### src/rtl/membank_pkg.sv
package membank_pkg;

    localparam int CFG_W = 15;
    localparam int CNT_W = 5;
    localparam logic [CFG_W-1:0] CFG_RESET = 15'h0700;

    typedef enum logic [2:0] {
        ST_IDLE,
        ST_ASET,
        ST_CSET,
        ST_ACC,
        ST_PAGE,
        ST_CHOLD,
        ST_AHOLD
    } seq_state_e;

    // field order is the register layout, MSB first
    typedef struct packed {
        logic [1:0] aset;
        logic [1:0] cset;
        logic [2:0] acc;
        logic [1:0] chold;
        logic [1:0] ahold;
        logic [1:0] pacc;
        logic [1:0] psize;
    } bank_cfg_t;

    typedef struct packed {
        logic [CNT_W-1:0] aset;
        logic [CNT_W-1:0] cset;
        logic [CNT_W-1:0] acc;
        logic [CNT_W-1:0] chold;
        logic [CNT_W-1:0] ahold;
        logic [CNT_W-1:0] pacc;
        logic [CNT_W-1:0] items;
    } bank_cnt_t;

    function automatic logic [CNT_W-1:0] dec_phase(input logic [1:0] code);
        return (code == 2'd3) ? CNT_W'(4) : CNT_W'(code);
    endfunction

    function automatic logic [CNT_W-1:0] dec_access(input logic [2:0] code);
        // 1,2,3,4 then steps of two up to 10, then 14
        if (code <= 3'd3)      return CNT_W'(code) + CNT_W'(1);
        else if (code == 3'd7) return CNT_W'(14);
        else                   return CNT_W'(2 * (code - 3'd1));
    endfunction

    function automatic logic [CNT_W-1:0] dec_page_access(input logic [1:0] code);
        return (code == 2'd3) ? CNT_W'(6) : CNT_W'(code) + CNT_W'(2);
    endfunction

    function automatic logic [CNT_W-1:0] dec_items(input logic [1:0] code);
        return (code == 2'd0) ? CNT_W'(1) : CNT_W'(2) << code;
    endfunction

    function automatic bank_cnt_t decode_cfg(input bank_cfg_t c);
        bank_cnt_t r;
        r.aset  = dec_phase(c.aset);
        r.cset  = dec_phase(c.cset);
        r.acc   = dec_access(c.acc);
        r.chold = dec_phase(c.chold);
        r.ahold = dec_phase(c.ahold);
        r.pacc  = dec_page_access(c.pacc);
        r.items = dec_items(c.psize);
        return r;
    endfunction

endpackage

### src/rtl/membank_cfg_regs.sv
module membank_cfg_regs
    import membank_pkg::*;
(
    input  logic             clk,
    input  logic             rst_n,
    input  logic             we,
    input  logic [CFG_W-1:0] wdata,
    input  logic [1:0]       strap_width,
    input  logic             strap_endian,
    output bank_cfg_t        cfg_q,
    output logic [2:0]       stat_q
);

    always_ff @(posedge clk or negedge rst_n) begin
        if (!rst_n)  cfg_q <= bank_cfg_t'(CFG_RESET);
        else if (we) cfg_q <= bank_cfg_t'(wdata);
    end

    // strap capture follows the pins while reset is held, then freezes
    always_ff @(posedge clk) begin
        if (!rst_n) stat_q <= {strap_width, strap_endian};
    end

endmodule

### src/rtl/membank_phase_timer.sv
module membank_phase_timer #(
    parameter int W = 5
) (
    input  logic         clk,
    input  logic         rst_n,
    input  logic         load,
    input  logic [W-1:0] load_val,
    output logic         zero
);

    logic [W-1:0] cnt_q;

    always_ff @(posedge clk or negedge rst_n) begin
        if (!rst_n)          cnt_q <= '0;
        else if (load)       cnt_q <= load_val;
        else if (cnt_q != 0) cnt_q <= cnt_q - W'(1);
    end

    assign zero = (cnt_q == '0);

endmodule

### src/rtl/membank_page_step.sv
module membank_page_step #(
    parameter int AW = 20,
    parameter int CW = 5
) (
    input  logic [AW-1:0] addr_in,
    input  logic [CW-1:0] items,
    output logic [AW-1:0] addr_out
);

    logic [AW-1:0] mask;
    logic [AW-1:0] inc;

    always_comb begin
        mask     = AW'(items) - AW'(1);
        inc      = addr_in + AW'(1);
        addr_out = (addr_in & ~mask) | (inc & mask);
    end

endmodule

### src/rtl/membank_rd_seq.sv
module membank_rd_seq
    import membank_pkg::*;
#(
    parameter int AW = 20,
    parameter int DW = 16
) (
    input  logic             clk,
    input  logic             rst_n,
    input  logic [1:0]       strap_width,
    input  logic             strap_endian,
    input  logic             cfg_we,
    input  logic [CFG_W-1:0] cfg_wdata,
    output logic [CFG_W-1:0] cfg_rdata,
    output logic [2:0]       stat_rdata,
    input  logic             req_valid,
    input  logic [AW-1:0]    req_addr,
    output logic             req_ready,
    output logic             rd_done,
    output logic [DW-1:0]    rd_data,
    output logic [AW-1:0]    mem_addr,
    output logic             mem_cs_n,
    output logic             mem_oe_n,
    input  logic [DW-1:0]    mem_rdata
);

    bank_cfg_t        cfg_q;
    bank_cnt_t        live_cnt, snap_q, eff;
    seq_state_e       state_q, state_d, tail_st;
    logic             accept, sample, tmr_load, tmr_zero;
    logic [CNT_W-1:0] dur, left_q;
    logic [AW-1:0]    addr_q, addr_next;
    logic [DW-1:0]    data_q;
    logic             done_q;

    membank_cfg_regs i_regs (
        .clk          (clk),
        .rst_n        (rst_n),
        .we           (cfg_we),
        .wdata        (cfg_wdata),
        .strap_width  (strap_width),
        .strap_endian (strap_endian),
        .cfg_q        (cfg_q),
        .stat_q       (stat_rdata)
    );

    assign cfg_rdata = CFG_W'(cfg_q);
    assign live_cnt  = decode_cfg(cfg_q);
    // timings are frozen at accept; idle looks at the live register
    assign eff       = (state_q == ST_IDLE) ? live_cnt : snap_q;

    membank_phase_timer #(.W(CNT_W)) i_timer (
        .clk      (clk),
        .rst_n    (rst_n),
        .load     (tmr_load),
        .load_val (dur - CNT_W'(1)),
        .zero     (tmr_zero)
    );

    membank_page_step #(.AW(AW), .CW(CNT_W)) i_step (
        .addr_in  (addr_q),
        .items    (snap_q.items),
        .addr_out (addr_next)
    );

    // state register
    always_ff @(posedge clk or negedge rst_n) begin
        if (!rst_n) state_q <= ST_IDLE;
        else        state_q <= state_d;
    end

    // next state
    always_comb begin
        state_d = state_q;
        accept  = 1'b0;
        sample  = 1'b0;
        if (eff.chold != '0)      tail_st = ST_CHOLD;
        else if (eff.ahold != '0) tail_st = ST_AHOLD;
        else                      tail_st = ST_IDLE;
        unique case (state_q)
            ST_IDLE: begin
                if (req_valid) begin
                    accept = 1'b1;
                    if (eff.aset != '0)      state_d = ST_ASET;
                    else if (eff.cset != '0) state_d = ST_CSET;
                    else                     state_d = ST_ACC;
                end
            end
            ST_ASET: begin
                if (tmr_zero) state_d = (eff.cset != '0) ? ST_CSET : ST_ACC;
            end
            ST_CSET: begin
                if (tmr_zero) state_d = ST_ACC;
            end
            ST_ACC, ST_PAGE: begin
                if (tmr_zero) begin
                    sample  = 1'b1;
                    state_d = (left_q > CNT_W'(1)) ? ST_PAGE : tail_st;
                end
            end
            ST_CHOLD: begin
                if (tmr_zero) state_d = (eff.ahold != '0) ? ST_AHOLD : ST_IDLE;
            end
            ST_AHOLD: begin
                if (tmr_zero) state_d = ST_IDLE;
            end
            default: state_d = ST_IDLE;
        endcase
    end

    // length of the state being entered
    always_comb begin
        unique case (state_d)
            ST_ASET:  dur = eff.aset;
            ST_CSET:  dur = eff.cset;
            ST_ACC:   dur = eff.acc;
            ST_PAGE:  dur = eff.pacc;
            ST_CHOLD: dur = eff.chold;
            ST_AHOLD: dur = eff.ahold;
            default:  dur = CNT_W'(1);
        endcase
        tmr_load = (state_d != state_q) || (sample && state_d == ST_PAGE);
    end

    // bus strobes
    always_comb begin
        mem_cs_n  = 1'b1;
        mem_oe_n  = 1'b1;
        req_ready = 1'b0;
        unique case (state_q)
            ST_IDLE:           req_ready = 1'b1;
            ST_CSET, ST_CHOLD: mem_cs_n  = 1'b0;
            ST_ACC, ST_PAGE: begin
                mem_cs_n = 1'b0;
                mem_oe_n = 1'b0;
            end
            default: ;
        endcase
    end

    // datapath
    always_ff @(posedge clk or negedge rst_n) begin
        if (!rst_n) begin
            snap_q <= '0;
            left_q <= '0;
            addr_q <= '0;
            data_q <= '0;
            done_q <= 1'b0;
        end else begin
            done_q <= sample;
            if (accept) begin
                snap_q <= live_cnt;
                left_q <= live_cnt.items;
                addr_q <= req_addr;
            end
            if (sample) begin
                data_q <= mem_rdata;
                left_q <= left_q - CNT_W'(1);
                if (state_d == ST_PAGE) addr_q <= addr_next;
            end
        end
    end

    assign mem_addr = addr_q;
    assign rd_data  = data_q;
    assign rd_done  = done_q;

endmodule

### config.mk
export PLATFORM = sky130hd
export DESIGN_NAME = membank_rd_seq
export DESIGN_NICKNAME = d
export VERILOG_FILES = /design/src/rtl/membank_pkg.sv /design/src/rtl/membank_cfg_regs.sv /design/src/rtl/membank_phase_timer.sv /design/src/rtl/membank_page_step.sv /design/src/rtl/membank_rd_seq.sv
export SDC_FILE = /design/constraint.sdc
export NUM_CORES = 1
export LEC_CHECK = 0
export ABC_AREA = 1
export BUFFER_PORTS_ARGS = -buffer_cell sky130_fd_sc_hd__buf_4
export CAP_MARGIN = 20
export CORE_UTILIZATION = 52
export DETAILED_ROUTE_END_ITERATION = 10
export HOLD_SLACK_MARGIN = 0.03
export PLACE_DENSITY_LB_ADDON = 0.05
export SLEW_MARGIN = 10
export SYNTH_ARGS = -nofsm -noshare
export SYNTH_HDL_FRONTEND = slang
export SYNTH_SLANG_ARGS = --single-unit
### constraint.sdc
create_clock -name clk -period 3.6 [get_ports clk]
set_input_delay 0.72 -clock clk [delete_from_list [all_inputs] [get_ports clk]]
set_output_delay 0.72 -clock clk [all_outputs]
set_load 0.02 [all_outputs]
==> impl_metrics.toml, run 1 <==
[timing]
timing_worst_slew_pin_value_ps = 746.7
finalWorstPathRequiredPeriod_ps = 3244
final-max-slew-violation-count = 0
fmax_ghz = 0.3083
maxSlewHeadroom_pct = 50.22
final_tns_setup_ps = 0
final-setup-viol-count = 0
grt_setup_unrepaired = "no"
final.period_utilization_pct = 90.11
finalHoldViolCount = 0
fin_worst_hold_slack_ps = 406.7
final.setup_skew_ps = 11.30

[yosys]
postSynthNetCount = 797
postSynthRegisterBits = 92
mappedNetlistArea_um2 = 5360
post_synth_num_cell_types = 42
synth_top_area_share_pct = 40.15
synthDominantAreaCellType = "dfrtp_1"
synth_most_common_cell = "nand2_1"
dominantRegCellSynth = "dfrtp_1"
synth_async_sr_flop_share_pct = 96.74
yosys-top-cells-area = "dfrtp_1 40%, nand2_1 16%, o21ai_0 8.3%, inv_1 5.4%, nand3_1 3.9%"
synth-edff-count = 3
synthesis.area_per_instance_um2 = 7.343
seq_area_frac_synth_pct = 43.30
yosysWarnings = 0
yosys-top-cells-count = "233 x nand2_1, 89 x o21ai_0, 86 x dfrtp_1"
netlist_instances = 730

[power]
swShare_pct = 48.19
power.clock.fraction_pct = 12.5
leakage_uw = 0.003348
cellPowerDensity_nw_per_um2 = 885.5
p_sw_uw = 2785
power.internal_uw = 2994
p_seq_share_pct = 30.4
p_comb_share_pct = 57.1
vdd.ir_drop.worst_mv = 0.4205

[grt]
globalRouteOverflowTotal = 0
number_of_global_route_vias_before_repair = 4760
wire_length_of_the_first_global_routing_pass_um = 22330
grt_antenna_before_repair = 0
grt_max_degree = 60
combined_global_route_utilization_of_all_metal_layers_pct = 25.61

[setup_path]
required_ps = 3870
start_kind = "flop"
timing.critical_path.cells = "nor2_4 -> nand2_4 -> nand2_2 -> nand3_2 -> o21ai_2 -> nand2_1 -> nand2_1 -> nand2_2 -> nor2_4 -> nand3_4 -> buf_4 -> inv_2 -> nand2_2 -> o221ai_1"
worstSetupEndpointType = "flop"
crit_fanout = 27
cp_data_arrival_time_ps = 3520
cp_slowest_cell = "dfrtp_1"
cpMostUsedCell = "nand2_2"
crit_startpoint = "state_q[1]"
regToRegStartpoint = "state_q[1]"
setup.worst_path.class = "flop to flop"
critPathBufInv = 2
slowest_delay_ps = 460
critical-path-top-delay-family = "simple AND/OR/NAND/NOR gates"

[worst_hold_path]
worstHoldPathType = "primary input to asynchronous set/reset pin"

[final_layout]
fin_nets = 904
drive_gt1_share_pct = 21.62
fillers = 870
areaGrowthSynthToFinish_pct = 21.76
num_antenna_cells = 0

[clock_tree]
clk_latency_ps = 370
cts.repair.resized = 0
clock_tree.htree_level_count = 3
post_cts_hold_buffer_count = 0
worst_setup_hold_path_clk_slew_ps = 90
post_cts.repair.setup_buffers = 0
cts-root-buf = "clkbuf_8"
clock_sinks = 92
cts_tree = "done"
clock_path_buffers = 2
cts-buffers-inserted = 9

[drt]
detail_route.drc_violations = 0
detail_route.first_pass.iterations = 7
routed_wirelength_um = 13220
detail_route.iter0.violations = 330
wl_per_cell_um = 13.56
routed-via-count = 5099
ant_nets = 0
detail_route.vias_per_cell = 5.230

[run_status]
status = "finished, final reports clean"

[die]
start_util_pct = 54.34
die_height_um = 103.5
core_area_um2 = 9864
ios = 116
floorplan.die.width_um = 103.5
placementRows = 36
die_area_um2 = 10720

[placement]
place_hpwl_um = 9717
gp_congestion = 0.9030
numPortBuffers = 115

[flow_run]
max_cap_viols = 0
==> through the flow <==
stage	total power [uW]	cells	instance area (um2)	utilization [%]	worst slack (ps)
after detailed placement	5055	959	6319	64.05	195.2
final	5779	975	6526	66.16	356.0
after global placement	4965	959	6319	64.05	391.0
after floorplan	4155	730	5360	-	820.0
after CTS	5793	975	6516	66.06	180.3
after global routing	6312	975	6526	66.16	22.51
==> metal layers <==
metal,wire length [um],global-route usage (%)
met5,0,0
met4,231,9.938
met3,959,4.468
met2,5766,38.16
met1,6259,37.16
==> worst register-to-register path, stage by stage, from the launching register on <==
cell and delay, ps:
dfrtp_1 460, nor2_4 270, nand2_4 230, nand2_2 130
nand3_2 90, o21ai_2 230, nand2_1 100, nand2_1 80
nand2_2 170, nor2_4 200, nand3_4 80, buf_4 210
inv_2 320, nand2_2 280, o221ai_1 280
==> cell families (layout without fill, tap and decap cells) <==
group	count (synthesis)	after routing	share of synthesized area, %
AOI/OAI and AO/OA	141	141	14.92
xor gates and xnor gates	7	7	1.144
DFF	92	92	43.30
muxes	3	3	0.6302
buffers and inverters	115	227	8.543
adders and majority gates	9	9	2.101
and+or+nand+nor	363	363	29.36
==> flip-flops by register name, summed over array words and instances (netlist names) <==
name and count:
snap_q 24, left_q 5, rd_data 16, i_regs.stat_q 3, i_regs.cfg_q 15, mem_addr 20, rd_done 1, state_q 3
i_timer.cnt_q 5
==> cell type report <==
class                   count  area (um2)  area share, %
clock buffers               9       123.9          1.898
clock inverters             7       73.82          1.131
inverters                  89       334.1          5.119
multi-input cells         523        2591          39.70
flip-flops and latches     92        2321          35.56
well taps                 133       166.4          2.550
repair buffers            122       915.9          14.03
==> cell usage in the layout, fill, tap and decap left out, drive strengths merged <==
cell type,instances
o21ai,96
or2,3
mux2,3
edfxtp,3
clkinv,5
o31ai,2
nor2,51
buf,122
nand2,239
bufinv,1
o211ai,11
o22ai,1
clkbuf,9
nor3,11
nor4,2
a31oi,2
o311ai,1
dfrtp,86
xnor2,2
a21oi,19
dfstp,3
nand3,46
a21o,1
nand3b,2
nand4,9
inv,90
ha,9
o221ai,7
xor2,5
a21boi,1
==> path summary, 6_finish.rpt <==
check                              endpoint  slack, ps  cells after the start
min                            mem_addr[17]        410                      1
max                            mem_addr[14]        360                     14
max reg2reg                    mem_addr[14]        360                     14
min in group clk                rd_data[12]        490                      2
max in group asynchronous  i_timer.cnt_q[0]       2300                      2
min reg2reg                     rd_data[12]        490                      2
==> power groups by stage <==
stage / Sequential [uW] / Combinational, uW / Clock [uW]
finish: 1760 / 3300 / 722
global route: 1810 / 3730 / 770
CTS: 1760 / 3300 / 740
detailed placement: 1770 / 3290 / 0
global placement: 1760 / 3210 / 0
floorplan: 1980 / 2170 / 0
Power figures use the tool's default switching activity.
==> inputs of run 2 (changes only) <==
SYNTH_HIERARCHICAL = 1   (was unset)
==> run 2 against run 1 <==
Compared with the run above: flip-flop and latch count stayed put; synthesized cell count up 8.5%; clock-buffer cell count up 2; critical path depth increased by 1; maximum frequency increased by 1.4%; setup slack better by 45 ps.
==> impl_metrics.toml, run 2 <==
[run_status]
status = "finished, final reports clean"

[timing]
maxSlewHeadroom_pct = 55.78
fmax_ghz = 0.3126
final-setup-viol-count = 0
final-max-slew-violation-count = 0
timing_worst_slew_pin_value_ps = 662.6
final.setup_skew_ps = 14.79
grt_setup_unrepaired = "no"
final_tns_setup_ps = 0
finalHoldViolCount = 0
final.period_utilization_pct = 88.87
finalWorstPathRequiredPeriod_ps = 3199

[final_layout]
final_cell_mix = "289 x nand2_1, 121 x buf_4, 87 x inv_1"
layout_commonest_cell = "nand2_1"
largest_register = "snap_q"
fillers = 1006
areaGrowthSynthToFinish_pct = 18.99
largest_register_ff_count = 24
multi_input_comb_area_um2 = 2939
drive_gt1_share_pct = 23.51
final_util_pct = 63.57
ff_latch_area_um2 = 2321
num_antenna_cells = 0
fin_nets = 969

[clock_tree]
post_cts.repair.setup_buffers = 0
clock_sinks = 92
cts_tree = "done"
cts.repair.resized = 0
cts-buffers-inserted = 9
post_cts_hold_buffer_count = 0
clock_tree.htree_level_count = 3
clk_latency_ps = 370
worst_setup_hold_path_clk_slew_ps = 100
cts-root-buf = "clkbuf_8"
clock_path_buffers = 2

[yosys]
synth-edff-count = 3
yosys-top-cells-area = "dfrtp_1 37%, nand2_1 19%, inv_1 5.6%, nand3_1 3.8%, nor2_1 3.4%"
synth_top_area_share_pct = 37.16
synth_async_sr_flop_share_pct = 96.74
netlist_instances = 792
post_synth_num_cell_types = 47
synthDominantAreaCellType = "dfrtp_1"
post_synth_and_or_nand_nor_area_fraction_pct = 37.24
synth_top_family_by_area = "simple AND/OR/NAND/NOR gates"
synth_xor_area_share_pct = 3.024
synth_adder_area_share_pct = 2.160
synth-compound-area-share_pct = 7.928
synthesis.area_per_instance_um2 = 7.313
synth_mux_area_share_pct = 0.1944
synth_most_common_cell = "nand2_1"
dominantRegCellSynth = "dfrtp_1"
seq_area_frac_synth_pct = 40.07
yosysWarnings = 6
yosys-top-cells-count = "289 x nand2_1, 87 x inv_1, 86 x dfrtp_1"
mappedNetlistArea_um2 = 5792
postSynthRegisterBits = 92

[placement]
numPortBuffers = 115
place_hpwl_um = 10280
gp_congestion = 0.8974

[die]
core_area_um2 = 10840
ios = 116
die_area_um2 = 11560
die_height_um = 107.5
start_util_pct = 53.43
placementRows = 38
floorplan.die.width_um = 107.5

[grt]
combined_global_route_utilization_of_all_metal_layers_pct = 24.93
groute.layer.met3.usage_pct = 3.995
grt_antenna_before_repair = 0
wire_length_of_the_first_global_routing_pass_um = 22810
number_of_global_route_vias_before_repair = 4937
grt_use_met1_pct = 35.57
grt_max_degree = 60
gr-usage-met2_pct = 38.83
grt_busiest_layer = "met2"
globalRouteOverflowTotal = 0

[power]
vdd.ir_drop.worst_mv = 0.5745
cellPowerDensity_nw_per_um2 = 850.5
leakage_uw = 0.003674

[flow_run]
max_cap_viols = 0

[setup_path]
critical-path-top-delay-family = "simple AND/OR/NAND/NOR gates"
cpMostUsedCell = "inv_1"
regToRegStartpoint = "i_timer/cnt_q[0]"
start_kind = "flop"
timing.critical_path.cells = "inv_1 -> ha_1 -> nand3_2 -> inv_1 -> inv_1 -> o221ai_1 -> nand3_2 -> inv_2 -> nand2_8 -> a221oi_1 -> nand4_1 -> inv_2 -> nand4_2 -> nand2_1 -> o21ai_1"
required_ps = 3860
crit_startpoint = "i_timer/cnt_q[0]"
crit_fanout = 10
critPathBufInv = 5
worstSetupEndpointType = "flop"
cp_slowest_cell = "dfrtp_1"
setup.worst_path.class = "flop to flop"
slowest_delay_ps = 390
cp_data_arrival_time_ps = 3460
critical_path_cell_count = 15
worst-r2r-cell-count = 15

[drt]
routed-via-count = 5301
detail_route.iter0.violations = 327
routed_wirelength_um = 13550
detail_route.drc_violations = 0
detail_route.first_pass.iterations = 5
detail_route.vias_per_cell = 5.068
ant_nets = 0
wl_per_cell_um = 12.96

[worst_hold_path]
worstHoldPathType = "primary input to asynchronous set/reset pin"
[run 2: cell types whose count changed after synthesis, sizes merged, moves of 12 or more]
cell / previous run / this run
nand2: 239 / 317
a31oi: 2 / 20
a21oi: 19 / 4
nor2: 51 / 71
o21ai: 96 / 42
inv: 88 / 100
[run 2: layout make-up]
class                           instances  share of cell area (%)
Multi-Input combinational cell        577                   42.65
Tap cell                              140                   2.542
Sequential cell                        92                   33.68
Timing Repair Buffer                  121                   13.18
Inverter                              100                   5.519
Clock buffer                           11                   1.906
Clock inverter                          5                  0.5265
[run 2: kinds of logic (layout without fill, tap and decap cells)]
| group | count (synthesis) | count (layout) |
|---|---|---|
| mux | 1 | 1 |
| fa+ha+maj | 10 | 10 |
| simple gates | 466 | 466 |
| other cells | 1 | 3 |
| compound gates | 77 | 77 |
| flops | 92 | 92 |
| xor+xnor | 20 | 20 |
| buf+inv | 125 | 237 |
[run 2: layer usage]
| metal | vias up | wire length [um] |
|---|---|---|
| met4 | 0 | 119 |
| met3 | 11 | 626 |
| met1 | 2450 | 6495 |
| met2 | 133 | 6312 |
| li1 | 2707 | - |
| met5 | - | 0 |
[run 2: power by group]
part | switching, uW | internal [uW] | leakage (uW)
logic | 2170 | 1290 | 0.00246
registers | 370 | 1400 | 0.00114
clock network | 378 | 253 | 0.0000760
total | 2920 | 2940 | 0.00367
[run 2: path summary, 6_finish.rpt]
check                              endpoint  slack [ps]
hold / removal                 mem_addr[12]         290
min in group clk                 rd_data[8]         490
hold reg to reg                  rd_data[8]         490
setup reg to reg           i_timer/cnt_q[1]         400
setup / recovery           i_timer/cnt_q[1]         400
max in group asynchronous        snap_q[21]        2490
[run 2: per-stage QoR]
stage                     power, uW  cells  setup WS, ps  instance area (um2)  hold slack [ps]
final                          5861   1046         400.7                 6892            286.1
after global routing           6402   1046         108.2                 6892            292.7
after CTS                      5890   1046         449.1                 6892            285.6
after detailed placement       5241   1030         447.3                 6724            462.6
after global placement         5149   1030         532.9                 6724            452.1
after floorplan                4326    794         962.2                 5799            424.4
==> inputs of run 3 (changes only) <==
CELL_PAD_IN_SITES_DETAIL_PLACEMENT = 1   (was unset)
CELL_PAD_IN_SITES_GLOBAL_PLACEMENT = 2   (was unset)
CORE_UTILIZATION = 31   (was 52)
PLACE_DENSITY_LB_ADDON = 0.2   (was 0.05)
==> run 3 against run 2 <==
Compared with the run above: the flow now finishes with violations (DRC); flip-flop and latch count did not move; core utilization decreased by 24 points; clock skew fell by 4.5 ps; critical path depth is 1 higher; routed wire length grew 21%; via count increased by 1.3%; setup slack better by 25 ps; register-to-register slack better by 30 ps; first-iteration DRC count fell by 22%; global-route usage shrank 6.9 points; final cell count is 8.4% higher; die area rose by 66%.
==> impl_metrics.toml, run 3 (same netlist as run 2, synthesis figures left out) <==
[power]
power.clock.fraction_pct = 16.3
vdd.ir_drop.worst_mv = 0.3287
cellPowerDensity_nw_per_um2 = 887.1
power.internal_uw = 3251
p_sw_uw = 3101
p_comb_share_pct = 55.5
p_seq_share_pct = 28.1
leakage_uw = 0.003754
swShare_pct = 48.82

[die]
ios = 116
start_util_pct = 31.92
core_area_um2 = 18150
die_area_um2 = 19230
die_height_um = 138.7
placementRows = 49
floorplan.die.width_um = 138.7

[final_layout]
drive_gt1_share_pct = 23.76
final_cell_mix = "288 x nand2_1, 119 x buf_4, 87 x inv_1"
num_antenna_cells = 0
stdcell_count = 1134
largest_register = "snap_q"
layout_commonest_cell = "nand2_1"
fin_nets = 968
areaGrowthSynthToFinish_pct = 23.63
final_util_pct = 39.46
largest_register_ff_count = 24

[clock_tree]
post_cts.repair.setup_buffers = 0
worst_setup_hold_path_clk_slew_ps = 80
clock_sinks = 92
clock_tree.htree_level_count = 3
post_cts_hold_buffer_count = 0
clock_path_buffers = 2
cts-buffers-inserted = 9
cts_tree = "done"
cts.repair.resized = 0
clk_latency_ps = 350
cts-root-buf = "clkbuf_16"

[drt]
ant_nets = 0
routed-via-count = 5368
detail_route.drc_violations = 8
detail_route.vias_per_cell = 4.734
detail_route.iter0.violations = 254
routed_wirelength_um = 16440
detail_route.first_pass.iterations = 7
wl_per_cell_um = 14.49

[timing]
finalWorstSetupSlack_ps = 425.8
fin_worst_hold_slack_ps = 374.8
final.period_utilization_pct = 88.17
final.setup_skew_ps = 10.28
final-max-slew-violation-count = 0
final_tns_setup_ps = 0
final-setup-viol-count = 0
maxSlewHeadroom_pct = 53.23
timing_worst_slew_pin_value_ps = 700.7
finalHoldViolCount = 0
fmax_ghz = 0.3150
finalWorstPathRequiredPeriod_ps = 3174
grt_setup_unrepaired = "no"

[setup_path]
setup.worst_path.class = "flop to flop"
worstSetupEndpointType = "flop"
start_kind = "flop"
required_ps = 3840
crit_fanout = 23
cp_data_arrival_time_ps = 3410

[placement]
placement.setup.worst_slack_ps = 436.5
place_hpwl_um = 12370
inst_count_dp = 1118
gp_congestion = 0.8171
numPortBuffers = 115

[grt]
wire_length_of_the_first_global_routing_pass_um = 28050
globalRouteOverflowTotal = 0
combined_global_route_utilization_of_all_metal_layers_pct = 18.07
grt_antenna_before_repair = 0
grt_max_degree = 60
number_of_global_route_vias_before_repair = 5662

[worst_hold_path]
worstHoldPathType = "primary input to asynchronous set/reset pin"

[run_status]
status = "finished, violations left"
failing_checks = "DRC"

[flow_run]
max_cap_viols = 0
run 3: per-stage QoR:
stage	cell area, um2	power [uW]
floorplan	5799	4326
global placement	6843	5258
detailed placement	6843	5390
CTS	7161	6471
global route	7161	6946
finish	7161	6352
run 3: final cells by class:
class / instances / area (um2)
Tap cell: 229 / 286.5
Multi-Input combinational cell: 577 / 2942
Sequential cell: 92 / 2321
Clock inverter: 7 / 92.59
Timing Repair Buffer: 120 / 913.4
Clock buffer: 9 / 225.2
Inverter: 100 / 380.4
Fill cell: 2324 / 10990
run 3: power by group through the flow:
stage / logic, uW / clock network [uW] / registers (uW)
floorplan: 2400 / 0 / 1930
finish: 3530 / 1040 / 1790
CTS: 3590 / 1090 / 1790
detailed placement: 3580 / 0 / 1810
global route: 3970 / 1120 / 1850
global placement: 3470 / 0 / 1790
run 3: layer usage:
layer  vias to the layer above  global-route usage (%)  share of wire (%)
met1                      2575                   24.18                 49
met4                         0                   5.673               0.91
met2                        83                   30.03                 47
met5                         -                       0                  0
met3                         8                   2.762                3.0
li1                       2702                       -                  -
run 3: final timing paths:
check                           depth (start not counted)  slack (ps)  startpoint               end
worst max-delay path                                   16         430  state_q[1]  i_timer/cnt_q[0]
worst min-delay path                                    1         370       rst_n      mem_addr[10]
worst max register to register                         16         430  state_q[1]  i_timer/cnt_q[0]
worst min register to register                          2         480  rd_data[8]        rd_data[8]
max in group asynchronous                               2        2490       rst_n  i_regs/cfg_q[10]
min in group clk                                        2         480  rd_data[8]        rd_data[8]
run 3: critical path, cell delays in order, from the launching register on:
cell      delay, ps
dfrtp_1         490
nor2_4          360
nand2_4         230
inv_2           170
nand2_1          70
o21ai_1         140
nor2_2           60
nand2_1          80
nand3_2         110
inv_2           120
nand2_8          90
a221oi_1        310
nand4_1         330
inv_2           190
nand4_2         140
nand2_1          90
o21ai_1          60
